--- src/rtl/rst_cause_pkg.sv ---
package rst_cause_pkg;

  localparam int unsigned FLAG_W    = 8;
  localparam int unsigned BIT_POR   = 7;
  localparam int unsigned BIT_PIN   = 6;
  localparam int unsigned BIT_WDOG  = 5;
  localparam int unsigned BIT_ILOP  = 4;
  localparam int unsigned BIT_ILAD  = 3;
  localparam int unsigned BIT_MODE  = 2;
  localparam int unsigned BIT_LV    = 1;

  typedef enum logic [1:0] {
    SQ_IDLE  = 2'd0,
    SQ_DRIVE = 2'd1,
    SQ_WAIT  = 2'd2,
    SQ_EXT   = 2'd3
  } seq_state_t;

  // Undefined opcode, or STOP while STOP is disabled
  function automatic logic ilop_hit(input logic undef_op, input logic stop_op,
                                    input logic stop_allowed);
    return undef_op | (stop_op & ~stop_allowed);
  endfunction

  // Total cycles the system reset is held for one internal cause
  function automatic int unsigned window_len(input int unsigned drive,
                                             input int unsigned smp);
    return drive + smp;
  endfunction

  // Power-up value of the status register
  function automatic logic [FLAG_W-1:0] por_value();
    logic [FLAG_W-1:0] v;
    v = '0;
    v[BIT_POR] = 1'b1;
    return v;
  endfunction

endpackage

--- src/rtl/rst_evt_decode.sv ---
module rst_evt_decode
  import rst_cause_pkg::*;
(
  input  logic clk,
  input  logic por_i,
  input  logic ifetch_i,
  input  logic op_undefined_i,
  input  logic op_stop_i,
  input  logic addr_hit_i,
  input  logic stop_en_i,
  input  logic cpu_in_rst_i,
  output logic ilop_evt_o,
  output logic ilad_evt_o
);

  logic fetch_live;

  assign fetch_live = ifetch_i & ~cpu_in_rst_i;
  assign ilop_evt_o = fetch_live & ilop_hit(op_undefined_i, op_stop_i, stop_en_i);
  assign ilad_evt_o = fetch_live & ~addr_hit_i;

  AST_DATA_NO_RESET: assert property (@(posedge clk) disable iff (por_i)
    !ifetch_i |-> (!ilop_evt_o && !ilad_evt_o));

  AST_GATED_IN_RST: assert property (@(posedge clk) disable iff (por_i)
    cpu_in_rst_i |-> (!ilop_evt_o && !ilad_evt_o));

endmodule

--- src/rtl/rst_pin_seq.sv ---
module rst_pin_seq
  import rst_cause_pkg::*;
#(
  parameter int unsigned DRIVE_CYCLES = 64,
  parameter int unsigned SAMPLE_DELAY = 32,
  parameter int unsigned SYNC_STAGES  = 2
) (
  input  logic clk,
  input  logic por_i,
  input  logic pin_i,
  input  logic trig_i,
  output logic drive_low_o,
  output logic in_reset_o,
  output logic pin_evt_o
);

  localparam int unsigned MAXC = (DRIVE_CYCLES > SAMPLE_DELAY) ? DRIVE_CYCLES : SAMPLE_DELAY;
  localparam int unsigned CW   = $clog2(MAXC) + 1;
  localparam logic [CW-1:0] DRV_LAST = CW'(DRIVE_CYCLES - 1);
  localparam logic [CW-1:0] SMP_LAST = CW'(SAMPLE_DELAY - 1);

  logic [SYNC_STAGES-1:0] sync_q;
  logic                   pin_lo_s;
  seq_state_t             state_q;
  logic [CW-1:0]          cnt_q;
  logic                   sample_pt;

  for (genvar g = 0; g < SYNC_STAGES; g++) begin : g_sync
    if (g == 0) begin : g_first
      always_ff @(posedge clk or posedge por_i) begin
        if (por_i) sync_q[0] <= 1'b0;
        else       sync_q[0] <= ~pin_i;
      end
    end else begin : g_rest
      always_ff @(posedge clk or posedge por_i) begin
        if (por_i) sync_q[g] <= 1'b0;
        else       sync_q[g] <= sync_q[g-1];
      end
    end
  end

  assign pin_lo_s  = sync_q[SYNC_STAGES-1];
  assign sample_pt = (state_q == SQ_WAIT) && (cnt_q == SMP_LAST);

  always_ff @(posedge clk or posedge por_i) begin
    if (por_i) begin
      state_q <= SQ_DRIVE;
      cnt_q   <= '0;
    end else if (trig_i) begin
      state_q <= SQ_DRIVE;
      cnt_q   <= '0;
    end else begin
      unique case (state_q)
        SQ_IDLE: if (pin_lo_s) state_q <= SQ_EXT;
        SQ_DRIVE: begin
          if (cnt_q == DRV_LAST) begin
            state_q <= SQ_WAIT;
            cnt_q   <= '0;
          end else begin
            cnt_q <= cnt_q + 1'b1;
          end
        end
        SQ_WAIT: begin
          if (sample_pt) begin
            state_q <= pin_lo_s ? SQ_EXT : SQ_IDLE;
            cnt_q   <= '0;
          end else begin
            cnt_q <= cnt_q + 1'b1;
          end
        end
        SQ_EXT: if (!pin_lo_s) state_q <= SQ_IDLE;
        default: state_q <= SQ_IDLE;
      endcase
    end
  end

  assign drive_low_o = (state_q == SQ_DRIVE);
  assign in_reset_o  = (state_q != SQ_IDLE);
  assign pin_evt_o   = pin_lo_s && ((state_q == SQ_IDLE) || sample_pt);

  AST_DRIVE_HOLDS_RST: assert property (@(posedge clk) disable iff (por_i)
    drive_low_o |-> in_reset_o);

  AST_TRIG_STARTS_DRIVE: assert property (@(posedge clk) disable iff (por_i)
    trig_i |=> drive_low_o);

  AST_SAMPLE_LOW_HOLDS: assert property (@(posedge clk) disable iff (por_i)
    (sample_pt && pin_lo_s && !trig_i) |=> in_reset_o);

endmodule

--- src/rtl/rst_flag_reg.sv ---
module rst_flag_reg
  import rst_cause_pkg::*;
(
  input  logic              clk,
  input  logic              por_i,
  input  logic              rd_i,
  input  logic [FLAG_W-1:0] set_i,
  output logic [FLAG_W-1:0] q_o
);

  logic [FLAG_W-1:0] set_m;
  logic [FLAG_W-1:0] kept;

  always_comb begin
    set_m          = set_i;
    set_m[BIT_POR] = 1'b0;
    set_m[0]       = 1'b0;
  end

  assign kept = rd_i ? '0 : q_o;

  always_ff @(posedge clk or posedge por_i) begin
    if (por_i) q_o <= por_value();
    else       q_o <= kept | set_m;
  end

  AST_RD_CLEARS: assert property (@(posedge clk) disable iff (por_i)
    (rd_i && set_i == '0) |=> (q_o == '0));

  AST_FLAG_STICKY: assert property (@(posedge clk) disable iff (por_i)
    !rd_i |=> ((q_o & $past(q_o)) == $past(q_o)));

  AST_EVENT_WINS: assert property (@(posedge clk) disable iff (por_i)
    (set_i[BIT_PIN:1] != '0) |=> ((q_o[BIT_PIN:1] & $past(set_i[BIT_PIN:1])) == $past(set_i[BIT_PIN:1])));

endmodule

--- src/rtl/rst_cause_ctrl.sv ---
module rst_cause_ctrl
  import rst_cause_pkg::*;
#(
  parameter int unsigned DRIVE_CYCLES = 64,
  parameter int unsigned SAMPLE_DELAY = 32,
  parameter int unsigned SYNC_STAGES  = 2
) (
  input  logic       clk,
  input  logic       por_pulse,
  input  logic       rst_pin_in,
  input  logic       wdog_expired,
  input  logic       lv_pulse,
  input  logic       mode_rst_req,
  input  logic       ifetch,
  input  logic       op_undefined,
  input  logic       op_stop,
  input  logic       addr_hit,
  input  logic       stop_en,
  input  logic       cause_rd,
  output logic       rst_pin_drive_low,
  output logic       sys_rst,
  output logic [7:0] cause_status
);

  logic              ilop_evt;
  logic              ilad_evt;
  logic              pin_evt;
  logic              int_trig;
  logic [FLAG_W-1:0] set_vec;

  rst_evt_decode u_dec (
    .clk            (clk),
    .por_i          (por_pulse),
    .ifetch_i       (ifetch),
    .op_undefined_i (op_undefined),
    .op_stop_i      (op_stop),
    .addr_hit_i     (addr_hit),
    .stop_en_i      (stop_en),
    .cpu_in_rst_i   (sys_rst),
    .ilop_evt_o     (ilop_evt),
    .ilad_evt_o     (ilad_evt)
  );

  assign int_trig = wdog_expired | lv_pulse | mode_rst_req | ilop_evt | ilad_evt;

  rst_pin_seq #(
    .DRIVE_CYCLES (DRIVE_CYCLES),
    .SAMPLE_DELAY (SAMPLE_DELAY),
    .SYNC_STAGES  (SYNC_STAGES)
  ) u_seq (
    .clk         (clk),
    .por_i       (por_pulse),
    .pin_i       (rst_pin_in),
    .trig_i      (int_trig),
    .drive_low_o (rst_pin_drive_low),
    .in_reset_o  (sys_rst),
    .pin_evt_o   (pin_evt)
  );

  always_comb begin
    set_vec           = '0;
    set_vec[BIT_PIN]  = pin_evt;
    set_vec[BIT_WDOG] = wdog_expired;
    set_vec[BIT_ILOP] = ilop_evt;
    set_vec[BIT_ILAD] = ilad_evt;
    set_vec[BIT_MODE] = mode_rst_req;
    set_vec[BIT_LV]   = lv_pulse;
  end

  rst_flag_reg u_flags (
    .clk   (clk),
    .por_i (por_pulse),
    .rd_i  (cause_rd),
    .set_i (set_vec),
    .q_o   (cause_status)
  );

  AST_BIT0_LOW: assert property (@(posedge clk) disable iff (por_pulse)
    cause_status[0] == 1'b0);

  AST_CAUSE_RESETS: assert property (@(posedge clk) disable iff (por_pulse)
    (wdog_expired || lv_pulse || mode_rst_req) |=> sys_rst);

endmodule

--- config.mk ---
export PLATFORM = sky130hd
export DESIGN_NAME = rst_cause_ctrl
export DESIGN_NICKNAME = d
export VERILOG_FILES = /design/src/rtl/rst_cause_pkg.sv /design/src/rtl/rst_evt_decode.sv /design/src/rtl/rst_pin_seq.sv /design/src/rtl/rst_flag_reg.sv /design/src/rtl/rst_cause_ctrl.sv
export SDC_FILE = /design/constraint.sdc
export NUM_CORES = 1
export LEC_CHECK = 0
export ABC_AREA = 1
export BUFFER_PORTS_ARGS = -buffer_cell sky130_fd_sc_hd__clkbuf_2
export CAP_MARGIN = 20
export CORE_MARGIN = 2
export CORE_UTILIZATION = 52
export CTS_CLUSTER_SIZE = 10
export DETAILED_ROUTE_END_ITERATION = 8
export GPL_TIMING_DRIVEN = 0
export PLACE_DENSITY = 0.77
export SETUP_SLACK_MARGIN = 0.15
export SLEW_MARGIN = 20
export SYNTH_ARGS = -nofsm -noshare
export SYNTH_HDL_FRONTEND = slang
export SYNTH_SLANG_ARGS = --single-unit
--- constraint.sdc ---
create_clock -name clk -period 1.53 [get_ports clk]
set_input_delay 0.2295 -clock clk [delete_from_list [all_inputs] [get_ports clk]]
set_output_delay 0.2295 -clock clk [all_outputs]
set_load 0.02 [all_outputs]
; ---- After elaboration in Yosys (flattened, before gate mapping)
; Index checks and enable logic that the tools add are counted.
[op_classes]
bitwise_logic = 14
muxes = 12
n_reduce_logical = 7
add_sub_neg = 1
n_eq_ne = 9
[op_table]
columns = cell, n
row1 = two-way mux 7 bit, 3
row2 = one-hot mux 7 bit (2 select lines), 1
row3 = two-way mux 2 bit, 6
row4 = two-way mux 8 bit, 1
row5 = bitwise OR 8 x 7 -> 8 bit, 1
row6 = one-hot mux 2 bit (4 select lines), 1
row7 = adder 7 x 1 -> 7 bit (second input constant), 1
row8 = == test 7 x 5 -> 1 bit (second input constant), 1
row9 = == test 7 x 6 -> 1 bit (second input constant), 1
row10 = != test 3 x 2 -> 1 bit (second input constant), 2
row11 = bitwise OR 1 bit, 5
row12 = AND 1 bit, 4
row13 = == test 2 bit (second input constant), 2
row14 = inverter 1 bit, 4
row15 = AND reduction 4 bit, 1
row16 = != test 3 x 1 -> 1 bit (second input constant), 1
row17 = != test 3 bit (second input constant), 1
row18 = nonzero test 3 bit, 1
row19 = == test 2 x 1 -> 1 bit (second input constant), 1
row20 = logical AND 1 bit, 2
row21 = zero test 2 bit, 1
row22 = nonzero test 2 bit, 1
row23 = logical OR 1 bit, 1
[word_totals]
register_bits = 19
output_inout_bits = 10
word_cells = 48
in_bits = 12

; ---- Depth between registers and ports, before layout
; Gate-level depths: netlist (run 1).
[depth]
word_depth = 8
ltp_mapped = 10
ltp_nobuf = 10

; ---- Cells and area by module
; A second synthesis (run 1) with hierarchy kept.
[unflattened]
hier_cells = 136
hier_area_um2 = 998.5
[modules_own_cells]
columns = mod, area_per_inst_um2, cells_per_inst, seq_area_each_um2, n_inst
row1 = rst_pin_seq, 674.4, 93, 276.5, 1
row2 = rst_flag_reg, 270.3, 31, 176.4, 1
row3 = rst_evt_decode, 33.8, 7, 0.0, 1
row4 = rst_cause_ctrl, 20.0, 5, 0.0, 1

; ---- Least setup slack after synthesis (run 1)
; Ideal clock, no wire load.
[synth_path]
path_type = register to register
from = register u_seq.state_q[0]
to = register u_seq.state_q[1]
path_stages_with_launch = 8
slack_ns = -0.052
path_buffers = 0
setup_ns = 0.121
required_ns = 1.409
synth_period_minus_slack_ns = 1.582
t_arrival_ns = 1.460
path_cell_list = dfstp_2 > inv_1 > nor2_1 > inv_1 > o21bai_2 > o21ai_1 > nor2_1 > nor2_1
[synth_via]
elab_cells_between_ends = 19
classes_between = eq/ne (7) / mux (2) / bitwise (6) / reduce/logical (4)
[synth_lines]
columns = element, line
row1 = from (decl), rst_pin_seq.sv:24  ; seq_state_t state_q;
row2 = from (signal assigned), rst_pin_seq.sv:65  ; state_q <= pin_lo_s ? SQ_EXT : SQ_IDLE;
row3 = == test 2 x 1 -> 1 bit (*), -
row4 = via rst_pin_drive_low, rst_cause_ctrl.sv:20  ; output logic rst_pin_drive_low,
row5 = != test 3 x 1 -> 1 bit (no line) or one-hot mux 2 bit (4 select lines) (tied branches), -
row6 = AND reduction 4 bit (no line) or two-way mux 2 bit (tied branches), -
; The timed path passes the listed nets; every way through them passes the cells marked *.
; A chain may end at the register's enable or synchronous reset.

; ---- Worst setup path in the final report (run 1)
[layout_path]
from = register u_seq.state_q[1]
to = output port rst_pin_drive_low
[layout_via]
elab_chain_len = 1
[layout_rtl]
columns = element, line
row1 = == test 2 x 1 -> 1 bit, rst_pin_seq.sv:77  ; assign drive_low_o = (state_q == SQ_DRIVE);
row2 = to (decl), rst_cause_ctrl.sv:20
; Every way passes these cells.

==> impl_metrics.yaml, run 1 <==
timing:
  finalCritPeriodShare_pct: 93.9
  slew_viol_final: 0
  clock_skew_ns: 0.00434
  fin_crit_ns: 1.44
  rsz0062_at_grt: "yes"
  timing.fmax_mhz: 696
  max_slew_margin_pct: 52.6
  hold_violations: 0
  finalSetupViolCount: 0
  fin_tns_setup_ns: 0
  worst_slack_ns: 0.0940
  worst_pin_slew_ns: 0.710
setup_path:
  crit_family: "flip-flops"
  criticalPathCategory: "flip-flop to primary output"
  worst_r2r_endpoint: "u_seq.state_q[1]"
  cp.required_ns: 1.30
  endpoint_kind: "primary output"
  critPathSlowestCell: "dfrtp_2"
  cp.arrival_ns: 1.21
  reg2reg_from: "u_seq.cnt_q[2]"
  cp-start-kind: "flip-flop"
  critPathMaxFanout: 6
  r2r_cells: 7
  slowest_delay_ns: 0.50
  crit_buf_inv: 2
  cp_cell_sequence: "buf_6 -> nor2_4 -> buf_8"
  r2r_slack_ns: 0.12
grt:
  gr-total-overflow: 0
  grt_pass1_wl_um: 3590
  grt_use_total_pct: 23.2
  grt_pass1_vias: 847
  grt_max_degree: 19
  antenna_found_initial: 0
yosys:
  yosys_warnings: 0
  synthFlopType: "dfrtp_1"
  synth-seq-cells: 18
  yosys.area.top_type: "dfrtp_1"
  yosys.area.top_type_share_pct: 40.4
  synth.distinct_cells: 22
  synth_seq_area_share_pct: 45.6
  synth_edf_count: 0
  async_flop_share_pct: 100
  netlist_instances: 132
  synthTopCellsByArea: "dfrtp_1 (40%), inv_1 (12%), nand2_1 (11%)"
  synth.avg_cell_area_um2: 7.52
  synth_nets: 145
  syn_area_um2: 992
power:
  seqPwrFrac_pct: 56.4
  leakage_nw: 0.710
  power.switching_mw: 0.213
  p_per_area_nw_per_um2: 641
  ir_drop_mv: 0.625
  combPwrFrac_pct: 8.5
  clock_power_share_pct: 35.0
  switching_share_pct: 24.4
  p_int_mw: 0.658
layout:
  area_growth_pct: 36.8
  fill_cells: 132
  diodes: 0
  layout-drive-gt1-share_pct: 42.1
  nNetsFinal: 178
floorplanning:
  design.core.area_um2: 1760
  fp.dieH_um: 47.7
  die-area_um2: 2270
  die_x_um: 47.7
  ios: 22
  rows: 15
  start_util_pct: 56.2
route:
  drt_iter0_markers: 39
  wl_per_cell_um: 13.1
  viasPerCell: 5.23
  vias: 989
  drt_first_pass_iters: 5
  wl_um: 2470
  drc: 0
  ant_nets: 0
placed_design:
  post-place-ws_ns: 0.0355
  place.detailed.hpwl_um: 1450
  io_buffer_count: 20
  gp_congestion: 0.817
clock_network:
  clk_latency_ns: 0.30
  ctsLongestPathBuffers: 2
  cts.clk_slew.worst_paths_ns: 0.11
  numCtsBuffers: 3
  clock-root-buffer: "clkbuf_4"
  cts_sinks: 18
  htreeDepth: 1
  cts_tree: "yes"
flow_run:
  maxCapViolations: 0
hold_path:
  min_path_type: "primary input to async pin"
outcome:
  status: "completed"
## state kept, by name, summed over array words and instances (netlist names)
signal and flops:
u_flags.q_o 7, u_seq.cnt_q 7, u_seq.state_q 2, u_seq.pin_lo_s 1
u_seq.sync_q 1
## cells by family after synthesis
logic type	after synthesis	synth area share, %
buffers and inverters	32	12.5
AND/OR/NAND/NOR	58	27.5
flip-flops	18	45.6
AO/OA/AOI/OAI	22	12.7
adder cells (fa/ha/maj)	1	1.26
other	1	0.378
## synthesized netlist by cell type (2+ instances only)
cell type	instances
o21ai_1	2
o21ai_0	13
dfrtp_1	16
nor2_4	2
nor2_1	11
nand3_1	9
nand2_1	29
nand4_1	2
dfstp_2	2
a21oi_1	2
nand3_2	3
inv_1	31
## per-layer routing
metal | wire, µm | share of wire (%) | global-route usage (%)
met5 | 0 | 0 | 0
met4 | 82 | 3.3 | 11.4
met3 | 129 | 5.2 | 3.40
met2 | 1200 | 48 | 38.4
met1 | 1060 | 43 | 29.6
## power groups by stage
stage	registers, mW	clock network, mW	logic (mW)
floorplan	0.506	0	0.0308
global placement	0.499	0	0.0644
detailed placement	0.500	0	0.0662
CTS	0.490	0.305	0.0698
global route	0.493	0.336	0.0827
finish	0.491	0.305	0.0742
## worst max-delay path by stage
stage | depth (start not counted) | endpoint | slack (ns) | from
CTS | 3 | sys_rst | 0.10 | u_seq.state_q[1]
finish | 3 | rst_pin_drive_low | 0.09 | u_seq.state_q[1]
global placement | 8 | u_seq.cnt_q[0] | 0.06 | u_seq.state_q[0]
floorplan | 7 | u_seq.state_q[1] | 0.21 | u_seq.state_q[0]
detailed placement | 8 | u_seq.cnt_q[3] | 0.04 | u_seq.state_q[0]
global route | 3 | rst_pin_drive_low | 0.06 | u_seq.state_q[1]
## placed cells by master (no fill, tap or decap), types with 2 or more instances in the layout
| cell | n |
|---|---|
| nand3_1 | 8 |
| nand2_2 | 10 |
| a21oi_1 | 2 |
| nand2_1 | 19 |
| nand4_1 | 2 |
| inv_4 | 3 |
| dfrtp_1 | 15 |
| inv_1 | 24 |
| o21ai_2 | 2 |
| dfstp_2 | 2 |
| nor2_4 | 5 |
| buf_6 | 3 |
| nand3_2 | 2 |
| nand3_4 | 2 |
| inv_2 | 4 |
| o21ai_0 | 8 |
| clkbuf_4 | 3 |
| buf_4 | 7 |
| clkbuf_2 | 18 |
| nor2_1 | 8 |
| o21ai_1 | 5 |
## metrics by stage
stage	utilization, %	cells	hold WS [ns]	total power, mW	area [µm²]
after global placement	64.1	177	0.339	0.564	1130
after floorplan	-	132	0.167	0.537	1000
after detailed placement	64.1	177	0.344	0.566	1130
after CTS	69.3	185	0.0107	0.865	1220
after global routing	77.0	189	0.0427	0.911	1360
final	77.0	189	0.00138	0.870	1360
## cell type report
type / instances / area [µm²] / share of cell area, %
Multi-Input combinational cell: 82 / 520 / 38.3
Sequential cell: 18 / 454 / 33.5
Inverter: 31 / 124 / 9.12
Tap cell: 25 / 31.3 / 2.30
Buffer: 1 / 7.51 / 0.553
Timing Repair Buffer: 28 / 184 / 13.5
Clock buffer: 4 / 36.3 / 2.67
## repair_timing
action	CTS	global route
endpoints found under the setup margin	12	12
hold buffers	0	0
pin swaps	1	11
gates resized for setup	9	39
buffers inserted	4	4
Power figures use the tool's default switching activity.
==> run 2: changes to the inputs <==
--- a/config.mk
+++ b/config.mk
@@ -12,7 +12,6 @@
 export CORE_UTILIZATION = 52
 export CTS_CLUSTER_SIZE = 10
 export DETAILED_ROUTE_END_ITERATION = 8
-export GPL_TIMING_DRIVEN = 0
 export PLACE_DENSITY = 0.77
 export SETUP_SLACK_MARGIN = 0.15
 export SLEW_MARGIN = 20
==> impl_metrics.yaml, run 2 (synthesis results as in run 1) <==
setup_path:
  reg2reg_from: "u_seq.state_q[0]"
  crit_buf_inv: 3
  r2r_slack_ns: 0.04
  slowest_delay_ns: 0.58
  worst_r2r_endpoint: "u_seq.cnt_q[4]"
  endpoint_kind: "flip-flop"
  criticalPathCategory: "flip-flop to flip-flop"
  cp.required_ns: 1.71
  crit_path_frequent_cell: "nor2_4"
  r2r_cells: 7
  path_depth: 7
  critPathMaxFanout: 4
  cp.arrival_ns: 1.67
  cp_cell_sequence: "inv_4 -> nor2_4 -> buf_6 -> buf_4 -> nor2_4 -> o31ai_1 -> a21oi_1"
  cp-start-kind: "flip-flop"
  crit_family: "flip-flops"
  critPathSlowestCell: "dfstp_2"
floorplanning:
  design.core.area_um2: 1760
  die_x_um: 47.7
  fp.dieH_um: 47.7
  rows: 15
  start_util_pct: 56.2
  ios: 22
  die-area_um2: 2270
clock_network:
  numCtsBuffers: 3
  htreeDepth: 1
  ctsLongestPathBuffers: 2
  clock-root-buffer: "clkbuf_4"
  clk_latency_ns: 0.30
  cts_sinks: 18
  cts_tree: "yes"
  cts.clk_slew.worst_paths_ns: 0.12
timing:
  rsz0062_at_grt: "yes"
  worst_slack_ns: 0.0356
  fin_crit_ns: 1.49
  whs_ns: 0.0495
  clock_skew_ns: 0.00864
  timing.fmax_mhz: 669
  hold_violations: 0
  slew_viol_final: 0
  finalSetupViolCount: 0
  fin_tns_setup_ns: 0
  finalCritPeriodShare_pct: 97.7
route:
  wl_per_cell_um: 14.0
  wl_um: 2680
  drc: 0
  viasPerCell: 5.55
  vias: 1066
  drt_iter0_markers: 52
  ant_nets: 0
  drt_first_pass_iters: 4
layout:
  final_common_cell: "inv_1"
  area_growth_pct: 38.0
  fin_util_pct: 77.6
  stdcell_count: 192
  nNetsFinal: 181
  layout-drive-gt1-share_pct: 39.5
  mostFrequentLayoutCells: "inv_1 (24), nand2_1 (23), clkbuf_2 (18), dfrtp_1 (15), buf_4 (9)"
  reg_top3: "u_flags.q_o (7), u_seq.cnt_q (7), u_seq.state_q (2)"
  diodes: 0
  postLayoutCellArea_um2: 1370
hold_path:
  hp-start: "rst_pin_in"
  min_path_type: "primary input to flip-flop"
  min_path_cells: 2
  worstHoldEndpoint: "u_seq.sync_q[0]"
power:
  finalPower_mw: 0.880
  ir_drop_mv: 0.666
  p_per_area_nw_per_um2: 643
  leakage_nw: 0.721
placed_design:
  io_buffer_count: 20
  place_area_um2: 1130
  place.detailed.hpwl_um: 1600
  gp_congestion: 0.816
  placed_cells_incl_taps: 177
  post-place-ws_ns: 0.0446
flow_run:
  maxCapViolations: 0
grt:
  grt_pass1_vias: 927
  grt_use_total_pct: 24.5
  gr-total-overflow: 0
  antenna_found_initial: 0
  grt_pass1_wl_um: 3770
  grt_max_degree: 11
outcome:
  status: "completed"
==> run 2: cell types whose count changed in the layout (fill, tap and decap cells not counted), sizes merged <==
cell	before	now
buf	11	12
clkbuf	22	23
dlygate4sd3	0	1
==> run 2: worst max-delay path by stage <==
stage / from / to / slack [ns]
final: u_seq.state_q[0] / u_seq.cnt_q[4] / 0.04
after global routing: u_seq.state_q[0] / u_seq.cnt_q[4] / -0.01
after CTS: u_seq.state_q[0] / rst_pin_drive_low / 0.08
after detailed placement: u_seq.state_q[0] / u_seq.cnt_q[1] / 0.04
after global placement: u_seq.state_q[0] / u_seq.cnt_q[0] / 0.07
after floorplan: u_seq.state_q[0] / u_seq.state_q[1] / 0.21
==> run 2: cell type report <==
cell class / count / area (µm²)
Clock buffer: 4 / 36.3
Timing Repair Buffer: 32 / 215
Multi-Input combinational cell: 82 / 510
Tap cell: 25 / 31.3
Fill cell: 126 / 395
Sequential cell: 18 / 454
Inverter: 31 / 121
==> run 2: power by group <==
group          switching [mW]  total [mW]  internal [mW]
Sequential            0.00560       0.491          0.485
Combinational          0.0500      0.0825         0.0326
Clock                   0.162       0.307          0.145
Total                   0.218       0.880          0.663
==> run 2: what timing repair did <==
action | in CTS | in global routing
resized for setup | 15 | 27
hold buffers | 1 | 0
setup endpoints to repair | 12 | 12
pin swaps | 5 | 8
buffers inserted | 5 | 5
hold endpoints to repair | 7 | 0
==> run 2: per-layer routing <==
layer | global-route usage (%) | vias up | wire (µm)
met4 | 14.6 | 0 | 94
li1 | - | 483 | -
met5 | 0 | - | 0
met1 | 29.6 | 492 | 1060
met3 | 4.91 | 21 | 217
met2 | 40.3 | 70 | 1310
==> run 3: changes to the inputs <==
--- a/config.mk
+++ b/config.mk
@@ -5,14 +5,13 @@
 export SDC_FILE = /design/constraint.sdc
 export NUM_CORES = 1
 export LEC_CHECK = 0
-export ABC_AREA = 1
 export BUFFER_PORTS_ARGS = -buffer_cell sky130_fd_sc_hd__clkbuf_2
 export CAP_MARGIN = 20
 export CORE_MARGIN = 2
-export CORE_UTILIZATION = 52
+export CORE_UTILIZATION = 51
 export CTS_CLUSTER_SIZE = 10
 export DETAILED_ROUTE_END_ITERATION = 8
-export PLACE_DENSITY = 0.77
+export PLACE_DENSITY = 0.76
 export SETUP_SLACK_MARGIN = 0.15
 export SLEW_MARGIN = 20
 export SYNTH_ARGS = -nofsm -noshare
==> impl_metrics.yaml, run 3 <==
outcome:
  status: "complete, but fails checks"
  violations: "negative setup slack"
setup_path:
  path_depth: 5
  critPathMaxFanout: 4
  crit_family: "compound AO/OA/AOI/OAI gates"
  cp_cell_sequence: "ha_4 -> nand4_1 -> o41a_1 -> a31oi_2 -> nor2_1"
  crit_buf_inv: 0
  worst_r2r_endpoint: "u_seq.cnt_q[0]"
  endpoint_kind: "flip-flop"
  cp.arrival_ns: 1.82
  r2r_slack_ns: -0.10
  r2r_cells: 5
  reg2reg_from: "u_seq.cnt_q[0]"
  startpoint: "u_seq.cnt_q[0]"
  criticalPathCategory: "flip-flop to flip-flop"
  cp-start-kind: "flip-flop"
  critPathCapture: "u_seq.cnt_q[0]"
  critPathSlowestCell: "o41a_1"
  slowest_delay_ns: 0.47
  cp.required_ns: 1.72
route:
  drc: 0
  wl_um: 2940
  ant_nets: 0
  drt_iter0_markers: 46
  vias: 968
  wl_per_cell_um: 17.8
  drt_first_pass_iters: 4
  viasPerCell: 5.87
timing:
  timing.fmax_mhz: 613
  clock_skew_ns: 0.0105
  finalCritPeriodShare_pct: 107
  hold_violations: 0
  fin_crit_ns: 1.63
  worst_slack_ns: -0.102
  slew_viol_final: 0
  finalSetupViolCount: 6
  whs_ns: 0.0566
  fin_tns_setup_ns: -0.236
  rsz0062_at_grt: "yes"
layout:
  reg_top3: "u_flags.q_o (7), u_seq.cnt_q (7), u_seq.state_q (2)"
  area_growth_pct: 48.2
  layout-drive-gt1-share_pct: 54.3
  diodes: 0
  nNetsFinal: 154
  mostFrequentLayoutCells: "clkbuf_2 (18), buf_4 (18), dfrtp_1 (15), inv_1 (8), nor2_1 (7)"
  fin_util_pct: 81.3
  stdcell_count: 165
grt:
  met1_usage_pct: 32.8
  grt_use_total_pct: 25.5
  grt_pass1_wl_um: 4000
  grt_pass1_vias: 868
  gr-total-overflow: 0
  use_met2_pct: 40.5
  grt_max_degree: 19
  busiest_layer: "met2"
  antenna_found_initial: 0
  use_met3_pct: 5.77
floorplanning:
  ios: 22
  die-area_um2: 2240
  die_x_um: 47.3
  rows: 15
  design.core.area_um2: 1750
  fp.dieH_um: 47.3
  start_util_pct: 54.8
power:
  clock_power_share_pct: 30.9
  ir_drop_mv: 0.590
  leakage_nw: 0.635
  seqPwrFrac_pct: 60.3
  p_per_area_nw_per_um2: 576
  combPwrFrac_pct: 8.7
  power.switching_mw: 0.199
  switching_share_pct: 24.4
  p_int_mw: 0.618
yosys:
  yosys_warnings: 0
  yosysMostFrequentCell: "dfrtp_1"
  synth_nets: 112
  synth.avg_cell_area_um2: 9.67
  synth_edf_count: 0
  synthFlopType: "dfrtp_1"
  yosys.area.top_type_share_pct: 41.8
  synth-seq-cells: 18
  yosys-top-cells-count: "dfrtp_1 (16), inv_1 (10), nor2_1 (9)"
  yosys.area.top_type: "dfrtp_1"
  synthTopCellsByArea: "dfrtp_1 (42%), dfstp_2 (5.5%), inv_1 (3.9%)"
  async_flop_share_pct: 100
  netlist_instances: 99
  synth_seq_area_share_pct: 47.3
  syn_area_um2: 957
  synth.distinct_cells: 36
placed_design:
  post-place-ws_ns: -0.0395
  placed_cells_incl_taps: 141
  gp_congestion: 0.900
  io_buffer_count: 20
  place.detailed.hpwl_um: 1520
clock_network:
  clock-root-buffer: "clkbuf_4"
  cts_sinks: 18
  cts_tree: "yes"
  ctsLongestPathBuffers: 2
  htreeDepth: 1
  numCtsBuffers: 3
  clk_latency_ns: 0.29
  cts.clk_slew.worst_paths_ns: 0.11
flow_run:
  maxCapViolations: 0
hold_path:
  min_path_type: "primary input to flip-flop"
-- run 3: changes by cell type after synthesis, moves of 7 or more --
cell	previous run	this run
inv_1	31	10
o21ai_0	13	5
nand2_1	29	3
nand3_1	9	2
-- run 3: layout make-up --
| class | instances | area, µm² |
|---|---|---|
| Clock buffer | 4 | 26.3 |
| Fill cell | 102 | 327 |
| Inverter | 10 | 37.5 |
| Multi-Input combinational cell | 64 | 554 |
| Sequential cell | 18 | 454 |
| Tap cell | 25 | 31.3 |
| Timing Repair Buffer | 44 | 315 |
-- run 3: per-layer routing --
| metal | vias to the layer above | wire length (µm) |
|---|---|---|
| met5 | - | 0 |
| met4 | 0 | 53 |
| met3 | 8 | 203 |
| met2 | 61 | 1460 |
| met1 | 474 | 1210 |
| li1 | 425 | - |
-- run 3: worst reg2reg max path, cell delays in order, from the launching register on --
cell and delay [ns]:
dfrtp_1 0.43, ha_4 0.18, nand4_1 0.14, o41a_1 0.47
a31oi_2 0.23, nor2_1 0.08
-- run 3: how the worst min path moves through the flow --
stage	from	endpoint	slack, ns	cells after the start
floorplan	por_pulse	u_flags.q_o[1]	0.17	1
finish	rst_pin_in	u_seq.sync_q[0]	0.06	2
global route	rst_pin_in	u_seq.sync_q[0]	0.04	2
CTS	rst_pin_in	u_seq.sync_q[0]	0.06	2
global placement	por_pulse	u_seq.cnt_q[2]	0.24	3
detailed placement	por_pulse	u_seq.cnt_q[2]	0.24	3
-- run 3: cell families (layout without fill, tap and decap cells) --
family	Yosys count	after routing	share of synthesized area [%]
multiplexers	1	1	1.05
XOR/XNOR	4	4	3.66
AO/OA/AOI/OAI	24	24	17.6
other	1	1	0.392
buffers and inverters	17	58	9.93
flip-flops	18	18	47.3
adder cells (fa/ha/maj)	1	1	1.31
AND/OR/NAND/NOR	33	33	18.7
-- run 3: power by group through the flow --
stage / combinational, mW / sequential [mW] / clock, mW
after global placement: 0.0590 / 0.499 / 0
after CTS: 0.0677 / 0.491 / 0.250
after global routing: 0.0798 / 0.493 / 0.280
final: 0.0713 / 0.493 / 0.253
after detailed placement: 0.0601 / 0.500 / 0
after floorplan: 0.0248 / 0.506 / 0
-- run 3: timing repair --
action | 4_1_cts | 5_1_grt
setup endpoints to repair | 11 | 12
gates resized for setup | 24 | 20
pin swaps | 6 | 11
hold endpoints to repair | 16 | 0
buffers inserted | 11 | 8
hold buffers | 1 | 0
-- run 3: metrics by stage --
step           power (mW)  instance area (µm²)
2_1_floorplan       0.530                  963
3_3_place_gp        0.558                 1060
3_5_place_dp        0.560                 1060
4_1_cts             0.809                 1280
5_1_grt             0.853                 1420
6_report            0.817                 1420
